File: src/rtl/raster_pkg.sv
package raster_pkg;

  typedef enum logic [1:0] {FM_50 = 2'd0, FM_60 = 2'd1, FM_72 = 2'd2} field_t;
  typedef enum logic [1:0] {DEP_4 = 2'd0, DEP_2 = 2'd1, DEP_1 = 2'd2} depth_t;

  typedef struct packed {
    logic [15:0] blk_clr;
    logic [15:0] en_set;
    logic [15:0] en_clr;
    logic [15:0] blk_set;
    logic [15:0] length;
    logic        has_blank;
  } htiming_t;

  typedef struct packed {
    logic [15:0] total;
    logic [15:0] blk_end;
    logic [15:0] en_start;
    logic [15:0] en_end;
    logic [15:0] blk_start;
    logic [15:0] vs_start;
    logic [15:0] vs_end;
  } vtiming_t;

  localparam htiming_t H50_DEF = '{blk_clr: 16'd28, en_set: 16'd56, en_clr: 16'd376,
                                   blk_set: 16'd450, length: 16'd512, has_blank: 1'b1};
  localparam htiming_t H60_DEF = '{blk_clr: 16'd24, en_set: 16'd52, en_clr: 16'd372,
                                   blk_set: 16'd450, length: 16'd508, has_blank: 1'b1};
  localparam htiming_t H72_DEF = '{blk_clr: 16'd0, en_set: 16'd4, en_clr: 16'd164,
                                   blk_set: 16'd0, length: 16'd224, has_blank: 1'b0};

  localparam vtiming_t V50_DEF = '{total: 16'd313, blk_end: 16'd34, en_start: 16'd63,
                                   en_end: 16'd263, blk_start: 16'd308,
                                   vs_start: 16'd310, vs_end: 16'd313};
  localparam vtiming_t V60_DEF = '{total: 16'd263, blk_end: 16'd16, en_start: 16'd34,
                                   en_end: 16'd234, blk_start: 16'd258,
                                   vs_start: 16'd260, vs_end: 16'd263};
  localparam vtiming_t V72_DEF = '{total: 16'd501, blk_end: 16'd0, en_start: 16'd34,
                                   en_end: 16'd434, blk_start: 16'd501,
                                   vs_start: 16'd498, vs_end: 16'd500};

  // Vertical state of one line: {blank, enable, sync}
  function automatic logic [2:0] vrow(vtiming_t t, logic [15:0] ln);
    logic b, e, s;
    b = (ln < t.blk_end) || (ln >= t.blk_start);
    e = (ln >= t.en_start) && (ln < t.en_end);
    s = (ln >= t.vs_start) && (ln < t.vs_end);
    return {b, e, s};
  endfunction

endpackage

File: src/rtl/raster_regs.sv
module raster_regs
  import raster_pkg::*;
#(
  parameter int DATA_W    = 16,
  parameter int DEPTH_LSB = 8,
  parameter int RATE_BIT  = 9
) (
  input  logic              clk,
  input  logic              rst_n,
  input  logic              wr_en,
  input  logic              wr_sel,
  input  logic [DATA_W-1:0] wr_data,
  output field_t            field_mode,
  output depth_t            depth
);

  localparam logic [DATA_W-1:0] RATE_RST = DATA_W'(1) << RATE_BIT;

  logic [DATA_W-1:0] mode_q;
  logic [DATA_W-1:0] rate_q;
  logic [DATA_W-1:0] rate_pend_q;
  logic              rate_pend_vld_q;

  always_ff @(posedge clk) begin
    if (!rst_n) begin
      mode_q          <= '0;
      rate_q          <= RATE_RST;
      rate_pend_q     <= RATE_RST;
      rate_pend_vld_q <= 1'b0;
    end else begin
      rate_pend_vld_q <= wr_en && !wr_sel;
      if (wr_en && !wr_sel) rate_pend_q <= wr_data;
      if (rate_pend_vld_q) rate_q <= rate_pend_q;
      if (wr_en && wr_sel) mode_q <= wr_data;
    end
  end

  always_comb begin
    unique case (mode_q[DEPTH_LSB +: 2])
      2'd0:    depth = DEP_4;
      2'd1:    depth = DEP_2;
      default: depth = DEP_1;
    endcase
    if (depth == DEP_1)       field_mode = FM_72;
    else if (rate_q[RATE_BIT]) field_mode = FM_50;
    else                       field_mode = FM_60;
  end

endmodule

File: src/rtl/raster_htimer.sv
module raster_htimer
  import raster_pkg::*;
#(
  parameter int       CNT_W      = 10,
  parameter htiming_t H50        = H50_DEF,
  parameter htiming_t H60        = H60_DEF,
  parameter htiming_t H72        = H72_DEF,
  parameter int       SYNC_LEAD  = 48,
  parameter int       SYNC_TRAIL = 8,
  parameter int       LATCH_AT   = 54,
  parameter int       VSYNC_AT   = 54,
  parameter int       DECIDE_AT  = 502
) (
  input  logic             clk,
  input  logic             rst_n,
  input  field_t           field_mode,
  output logic [CNT_W-1:0] hcnt,
  output logic [CNT_W-1:0] line_len,
  output logic             hblank,
  output logic             hen,
  output logic             hsync,
  output logic             wrap_s,
  output logic             decide_s,
  output logic             vsync_s
);

  localparam logic [CNT_W-1:0] ONE     = CNT_W'(1);
  localparam logic [CNT_W-1:0] LATCH_C = CNT_W'(LATCH_AT);
  localparam logic [CNT_W-1:0] VSYNC_C = CNT_W'(VSYNC_AT);
  localparam logic [CNT_W-1:0] DEC_C   = CNT_W'(DECIDE_AT);

  htiming_t         row;
  logic [CNT_W-1:0] nxt, last, sync_on, sync_off, dec_at;
  logic [15:0]      nxt16;

  always_comb begin
    unique case (field_mode)
      FM_60:   row = H60;
      FM_72:   row = H72;
      default: row = H50;
    endcase
  end

  assign last     = line_len - ONE;
  assign nxt      = (hcnt >= last) ? '0 : hcnt + ONE;
  assign nxt16    = 16'(nxt);
  assign sync_on  = line_len - CNT_W'(SYNC_LEAD);
  assign sync_off = line_len - CNT_W'(SYNC_TRAIL);
  assign dec_at   = (last < DEC_C) ? last : DEC_C;

  assign wrap_s   = (nxt == '0);
  assign decide_s = (nxt == dec_at);
  assign vsync_s  = (nxt == VSYNC_C);

  always_ff @(posedge clk) begin
    if (!rst_n) begin
      hcnt     <= '0;
      line_len <= CNT_W'(H50.length);
      hblank   <= 1'b0;
      hen      <= 1'b0;
      hsync    <= 1'b0;
    end else begin
      hcnt <= nxt;
      if (nxt == LATCH_C) line_len <= CNT_W'(row.length);
      if (row.has_blank) begin
        if (nxt16 == row.blk_clr) hblank <= 1'b0;
        if (nxt16 == row.blk_set) hblank <= 1'b1;
      end
      if (nxt16 == row.en_set) hen <= 1'b1;
      if (nxt16 == row.en_clr) hen <= 1'b0;
      if (nxt == sync_on) begin
        hsync <= 1'b1;
        hen   <= 1'b0;
      end
      if (nxt == sync_off) hsync <= 1'b0;
    end
  end

endmodule

File: src/rtl/raster_vtimer.sv
module raster_vtimer
  import raster_pkg::*;
#(
  parameter int       LINE_W = 10,
  parameter vtiming_t V50    = V50_DEF,
  parameter vtiming_t V60    = V60_DEF,
  parameter vtiming_t V72    = V72_DEF
) (
  input  logic              clk,
  input  logic              rst_n,
  input  field_t            field_mode,
  input  logic              decide_s,
  input  logic              wrap_s,
  input  logic              vsync_s,
  output logic [LINE_W-1:0] vcnt,
  output logic              vblank,
  output logic              ven,
  output logic              vsync
);

  localparam int       NMODE = 3;
  localparam vtiming_t VTAB [NMODE] = '{V50, V60, V72};
  localparam logic [2:0] ROW0 = vrow(V50, 16'd0);

  logic [LINE_W-1:0] nl   [NMODE];
  logic [2:0]        nrow [NMODE];
  logic [LINE_W-1:0] sel_line;
  logic [2:0]        sel_row;

  logic [LINE_W-1:0] pend_line;
  logic [2:0]        pend_row;

  for (genvar g = 0; g < NMODE; g++) begin : g_mode
    assign nl[g]   = (16'(vcnt) + 16'd1 >= VTAB[g].total) ? '0 : vcnt + LINE_W'(1);
    assign nrow[g] = vrow(VTAB[g], 16'(nl[g]));
  end

  always_comb begin
    unique case (field_mode)
      FM_60: begin sel_line = nl[1]; sel_row = nrow[1]; end
      FM_72: begin sel_line = nl[2]; sel_row = nrow[2]; end
      default: begin sel_line = nl[0]; sel_row = nrow[0]; end
    endcase
  end

  always_ff @(posedge clk) begin
    if (!rst_n) begin
      vcnt      <= '0;
      vblank    <= ROW0[2];
      ven       <= ROW0[1];
      vsync     <= 1'b0;
      pend_line <= '0;
      pend_row  <= {ROW0[2], ROW0[1], 1'b0};
    end else begin
      if (decide_s) begin
        pend_line <= sel_line;
        pend_row  <= sel_row;
      end
      if (wrap_s) begin
        vcnt   <= pend_line;
        vblank <= pend_row[2];
        ven    <= pend_row[1];
      end
      if (vsync_s) vsync <= pend_row[0];
    end
  end

endmodule

File: src/rtl/raster_timer.sv
module raster_timer
  import raster_pkg::*;
#(
  parameter int       DATA_W     = 16,
  parameter int       CNT_W      = 10,
  parameter int       LINE_W     = 10,
  parameter htiming_t H50        = H50_DEF,
  parameter htiming_t H60        = H60_DEF,
  parameter htiming_t H72        = H72_DEF,
  parameter vtiming_t V50        = V50_DEF,
  parameter vtiming_t V60        = V60_DEF,
  parameter vtiming_t V72        = V72_DEF,
  parameter int       SYNC_LEAD  = 48,
  parameter int       SYNC_TRAIL = 8,
  parameter int       LATCH_AT   = 54,
  parameter int       VSYNC_AT   = 54,
  parameter int       DECIDE_AT  = 502
) (
  input  logic              clk,
  input  logic              rst_n,
  input  logic              wr_en,
  input  logic              wr_sel,
  input  logic [DATA_W-1:0] wr_data,
  output logic              hsync,
  output logic              vsync,
  output logic              blank,
  output logic              disp_en,
  output logic [1:0]        depth,
  output logic [1:0]        field_mode
);

  field_t            mode_w;
  depth_t            depth_w;
  logic [CNT_W-1:0]  hcnt, line_len;
  logic [LINE_W-1:0] vcnt;
  logic              hblank, hen, vblank, ven;
  logic              wrap_s, decide_s, vsync_s;

  raster_regs #(.DATA_W(DATA_W)) regs_i (
    .clk(clk), .rst_n(rst_n), .wr_en(wr_en), .wr_sel(wr_sel), .wr_data(wr_data),
    .field_mode(mode_w), .depth(depth_w)
  );

  raster_htimer #(
    .CNT_W(CNT_W), .H50(H50), .H60(H60), .H72(H72),
    .SYNC_LEAD(SYNC_LEAD), .SYNC_TRAIL(SYNC_TRAIL),
    .LATCH_AT(LATCH_AT), .VSYNC_AT(VSYNC_AT), .DECIDE_AT(DECIDE_AT)
  ) htim_i (
    .clk(clk), .rst_n(rst_n), .field_mode(mode_w),
    .hcnt(hcnt), .line_len(line_len), .hblank(hblank), .hen(hen), .hsync(hsync),
    .wrap_s(wrap_s), .decide_s(decide_s), .vsync_s(vsync_s)
  );

  raster_vtimer #(.LINE_W(LINE_W), .V50(V50), .V60(V60), .V72(V72)) vtim_i (
    .clk(clk), .rst_n(rst_n), .field_mode(mode_w),
    .decide_s(decide_s), .wrap_s(wrap_s), .vsync_s(vsync_s),
    .vcnt(vcnt), .vblank(vblank), .ven(ven), .vsync(vsync)
  );

  assign blank      = hblank | vblank;
  assign disp_en    = hen & ven;
  assign depth      = depth_w;
  assign field_mode = mode_w;

endmodule

File: config.mk
export PLATFORM = sky130hd
export DESIGN_NAME = raster_timer
export DESIGN_NICKNAME = d
export VERILOG_FILES = /design/src/rtl/raster_pkg.sv /design/src/rtl/raster_regs.sv /design/src/rtl/raster_htimer.sv /design/src/rtl/raster_vtimer.sv /design/src/rtl/raster_timer.sv
export SDC_FILE = /design/constraint.sdc
export NUM_CORES = 1
export LEC_CHECK = 0
export ABC_AREA = 1
export BUFFER_PORTS_ARGS = -buffer_cell sky130_fd_sc_hd__buf_2
export CAP_MARGIN = 20
export CORE_AREA = 2 2 83 85
export DETAILED_ROUTE_END_ITERATION = 8
export DIE_AREA = 0 0 85 87
export PLACE_DENSITY = 0.81
export SETUP_SLACK_MARGIN = 0.2
export SLEW_MARGIN = 20
export SYNTH_ARGS = -nofsm -noshare
export SYNTH_HDL_FRONTEND = slang
export SYNTH_SLANG_ARGS = --single-unit
File: constraint.sdc
create_clock -name clk -period 3.5 [get_ports clk]
set_clock_uncertainty 0.1 [all_clocks]
set_input_delay 0.175 -clock clk [delete_from_list [all_inputs] [get_ports clk]]
set_output_delay 0.175 -clock clk [all_outputs]
set_load 0.1 [all_outputs]
======== Word level (Yosys, flattened, before mapping) ========
Cells that the tools add are included.
storage, ports and cells
  flip-flop bits (word level) ............. 80
  bits of input ports ..................... 20
  output and inout bits ................... 8
  word-level logic and storage cells ...... 88
cells by class
  $add $sub $neg .......................... 6
  $lt $le $gt $ge ......................... 22
  eq/ne operators ......................... 12
  multiplexer cells ....................... 13
  bitwise logic cells ..................... 3
  reductions and logical operators ........ 17
operators with widths
  operator                 number
  $pmux W70 S2             1
  $ge A10 B9 Y1 const B    6
  $lt A10 B9 Y1 const B    6
  $mux W10                 5
  $eq A10 B16 Y1           3
  $ge A16 B9 Y1 const B    2
  $eq A10 B10 Y1           3
  $ge A10 B6 Y1 const B    3
  $add A10 B1 Y10 const B  2
  $pmux W10 S2             1
  $add A10 B1 Y11 const B  1
  $ge A11 B9 Y1 const B    1
  $eq A10 B5 Y1            1
  $eq A10 B6 Y1 const B    1
  $ge A10 B10 Y1           1
  $logic_not A10 Y1        1
  $lt A10 B5 Y1 const B    1
  $lt A10 B6 Y1 const B    1
  $lt A10 B8 Y1 const B    1
  $sub A10 B1 Y10 const B  1
  $sub A10 B4 Y10 const B  1
  $sub A10 B6 Y10 const B  1
  $logic_and A1 B1 Y1      8
  $pmux W3 S2              1
  15 further kinds         20

======== Logic depth before layout (Yosys ltp) ========
  depth in word-level cells ............... 9
  mapped depth ............................ 20

======== Cells and area by module ========
From an unflattened synthesis, not the netlist that was laid out.
second synthesis, totals
  cells, all modules ...................... 599
  area, all modules ....................... 3,758.6 µm²
modules (own cells, without submodules)
  module         times used  cells an instance  area an instance (µm²)
  raster_vtimer  1           282                1,783.0
  raster_htimer  1           282                1,751.7
  raster_regs    1           30                 205.2
  raster_timer   1           5                  18.8

======== Worst setup path after synthesis ========
OpenSTA, ideal clock, no wires.
  path kind ............................... register to register
  start point ............................. register htim_i.line_len[8]
  end point ............................... register vtim_i.vcnt[0]
  data arrival time ....................... 2.856 ns
  required time ........................... 3.279 ns
  setup slack ............................. 0.423 ns
  stages on the path, launching flop included .. 19
  path buffers ............................ 2
  cells stage by stage .................... dfxtp_1 > inv_1 > ha_1 > xor2_1 > inv_1 > ha_1 > nand2_1 > nor2_1 > nand3_2 > nand3_4 > buf_12 > inv_6 > nand2_1 > nand2_2 > nor2_4 > nand2_2 > buf_6 > o21ai_1 > a21oi_2
between the ends
  word-level cells in the longest chain between the ends .. 4
RTL lines
  element                 line                 source
  start, declared         raster_htimer.sv:18  output logic [CNT_W-1:0] line_len,
  start signal, assigned  raster_htimer.sv:58  line_len <= CNT_W'(H50.length);
  start signal, assigned  raster_htimer.sv:64  if (nxt == LATCH_C) line_len <= CNT_W'(row.length);
  $sub A10 B1 Y10         raster_htimer.sv:44  assign last = line_len - ONE;
  $ge A10 B10 Y1          raster_htimer.sv:45  assign nxt = (hcnt >= last) ? '0 : hcnt + ONE;
  $mux W10                raster_htimer.sv:45
  $logic_not A10 Y1       raster_htimer.sv:51  assign wrap_s = (nxt == '0);
  end signal, assigned    raster_vtimer.sv:60  vcnt <= pend_line;
  end, declared           raster_vtimer.sv:15  output logic [LINE_W-1:0] vcnt,
No other way between the ends.
A chain may end at the register's enable or synchronous reset.

======== Worst setup path after layout ========
  start point ............................. register htim_i.line_len[7]
  end point ............................... register vtim_i.pend_line[8]
between the ends
  word-level cells in the longest chain between the ends .. 4
  elaborated cells between the ends (all ways) .. 6
  those cells by class .................... add/sub (1); order compare (2); eq/ne (1); mux (2)
RTL lines
  element                                                 line                                      source
  $sub A10 B1 Y10 *                                       raster_htimer.sv:44
  $ge A10 B10 Y1 / $lt A10 B9 Y1 (equally long branches)  raster_htimer.sv:45, raster_htimer.sv:49
  $mux W10 (on tied branches)                             raster_htimer.sv:45, raster_htimer.sv:49
  $eq A10 B10 Y1 *                                        raster_htimer.sv:52                       assign decide_s = (nxt == dec_at);
  end signal, assigned                                    raster_vtimer.sv:56                       pend_line <= sel_line;
  end, declared                                           raster_vtimer.sv:30                       logic [LINE_W-1:0] pend_line;
Mark *: on every way between the ends. The rest lies on a longest branch, timed or not.

==> results.toml <==
[run_status]
status = "finished, final reports clean"

[global_route]
met3_usage_pct = 4.36
grt_pass1_wl_um = 16800
grt_usage_pct = 28.2
top_usage_layer = "met2"
antenna_found_initial = 0
grt_max_degree = 35
grt_pass1_vias = 3700
use_met1_pct = 32.9
grtUsageMet2_pct = 48.3
grt_overflow = 0

[synth]
synth_edf_count = 0
synth_top_family_by_area = "simple AND/OR/NAND/NOR gates"
yosysSeqAreaShare_pct = 24.6
synthMuxAreaShare_pct = 0
synth-simple-area-share_pct = 46.4
synthCells = 607
synth_compound_area_share_pct = 12.0
synth_ff_type = "dfxtp_1"
synth_fa_ha_area_share_pct = 4.91
yosysUniqueCellTypes = 42
yosys_warnings = 0
async_reset_ff_share_pct = 0
avgSynthCellArea_um2 = 6.30
ys_ff_latch = 47
syn_area_um2 = 3820
synth_xor_xnor_area_share_pct = 1.15
synth_fp_nets = 642

[layout]
nNetsFinal = 651
syn2layout_area_growth_pct = 7.20
mostFrequentLayoutCells = "150 x nand2_1, 87 x nor2_1, 64 x inv_1, 59 x nand3_1, 47 x dfxtp_1"
fin_cells = 697
fill_cells = 644
layout-drive-gt1-share_pct = 14.6
antenna_cells = 0
layout_commonest_cell = "nand2_1"

[sta]
slew_headroom_pct = 35.6
rsz0062_at_grt = "no"
worst_pin_slew_ns = 0.962
finalHoldViolCount = 0
period_share_pct = 88.5
finalCriticalPeriod_ns = 3.10
finalSetupViolations = 0
holdWs_ns = 0.0156
finalMaxSlewViolations = 0
setup_ws_ns = 0.401
tns_ns = 0
fmax_mhz = 323

[drt]
dr_total_vias = 3996
drt_iter0_drc = 274
dr.pass1.iters = 5
avgViaCountPerCell = 5.73
avgRoutedWirePerCell_um = 14.6
wl_um = 10200
ant_nets = 0
drcViolationCount = 0

[min_path]
hp-class = "input port to register"

[clocking]
cts_sinks = 47
cts_buffers = 5
cts-root-buf = "clkbuf_8"
htree_num_levels = 2
cts_max_path_buffers = 2
tritoncts = "done"
clk_latency_ns = 0.31
path_clk_slew_ns = 0.10

[floorplanning]
rows = 30
die_h_um = 87
core_um2 = 6570
initial_core_util_pct = 58.2
io_pins = 28
die_w_um = 85
die-area_um2 = 7400

[setup_path]
critPathKind = "register to register"
end_kind = "register"
crit_fanout = 13
cp.arrival_ns = 3.20
cp.required_ns = 3.60
crit_path_start_kind = "register"

[placement]
gp_congestion = 0.964
hpwlAfterDp_um = 7840
dp_cells = 688
place_ws_ns = 0.202
io_buffer_count = 13

[flow_run]
maxCapViolations = 0

[power_and_ir_drop]
powerDensity_nw_per_um2 = 346
p_leak_nw = 1.82
peakVddDrop_mv = 0.240
## final cells by class
cell class | instances | area, um2 | share of cell area, %
multi-input cells | 466 | 2490 | 60.7
flip-flops and latches | 47 | 941 | 23.0
inverters | 75 | 287 | 6.99
repair buffers | 21 | 141 | 3.45
well taps | 80 | 100 | 2.44
clock inverters | 3 | 71.3 | 1.74
clock buffers | 5 | 68.8 | 1.68
## metrics by stage
step                      area [um2]  utilization (%)  power [mW]
after floorplan                 3820                -       0.859
after global placement          3910             59.5       0.919
after detailed placement        3910             59.5       0.923
after CTS                       4070             61.9        1.42
after global routing            4100             62.4        1.48
final                           4100             62.4        1.42
## worst paths after layout
| check | cells after the start | endpoint | slack (ns) | from |
|---|---|---|---|---|
| worst min register to register | 1 | regs_i.rate_q[9] | 0.35 | regs_i.rate_pend_vld_q |
| worst max register to register | 18 | vtim_i.pend_line[8] | 0.40 | htim_i.line_len[7] |
| worst max-delay path | 18 | vtim_i.pend_line[8] | 0.40 | htim_i.line_len[7] |
| worst min-delay path | 3 | regs_i.rate_pend_q[9] | 0.02 | wr_data[9] |
## critical path, cell delays in order, from the launching register on
cell	delay [ns]
dfxtp_1	0.35
inv_2	0.09
ha_2	0.19
xor2_2	0.17
inv_1	0.09
ha_1	0.29
nand2_1	0.12
inv_2	0.07
a21oi_4	0.18
nand3_4	0.09
buf_12	0.16
nor2_2	0.13
nand2_1	0.11
nand2_1	0.15
nand2_1	0.09
a21oi_1	0.13
nand3_1	0.16
nor2_1	0.23
nor2_1	0.07
## Yosys cell counts, types with 4 or more instances
library cell  instances  area, um2
nand2_1             150        563
nor2_1               88        330
inv_1                65        244
nand3_1              59        295
dfxtp_1              47        941
nand4_1              36        225
o21ai_1              18       90.1
ha_1                 15        188
o21ai_0              15       75.1
a21oi_1              14       70.1
a21oi_2              11       96.3
nand2_2               9       56.3
clkbuf_1              8       30.0
inv_2                 7       26.3
nor2_2                7       43.8
nor2_4                7       78.8
buf_4                 5       37.5
xor2_1                5       43.8
nor3_1                4       20.0
o21bai_1              4       30.0
## kinds of logic after synthesis
group,Yosys count
compound gates,73
xor+xnor,5
fa+ha+maj,15
buf+inv,94
flops,47
simple gates,373
## report_power, final
group / total, mW / switching (mW) / leakage, nW / internal, mW
Clock: 0.496 / 0.206 / 0.0703 / 0.290
Sequential: 0.582 / 0.0261 / 0.382 / 0.556
Combinational: 0.337 / 0.246 / 1.36 / 0.0908
## repair_timing
action	CTS	global route
buffers inserted	1	0
hold endpoints to repair	0	0
hold buffers	0	0
gates resized for setup	0	7
pin swaps	1	1
setup endpoints to repair	8	29
cloned	0	0
## state kept, by name, indices dropped and copies added, names as in the netlist, 2 cells and up
name,flops
htim_i.line_len,3
vtim_i.pend_line,10
vtim_i.vcnt,10
vtim_i.pend_row,3
regs_i.mode_q,2
htim_i.hcnt,10
## metal layers
layer  vias up  wire length, um
met3        38              475
met2       137             4910
li1       1996                -
met4         0              519
met1      1825             4250
met5         -                0
(Power assumes the default switching activity.)
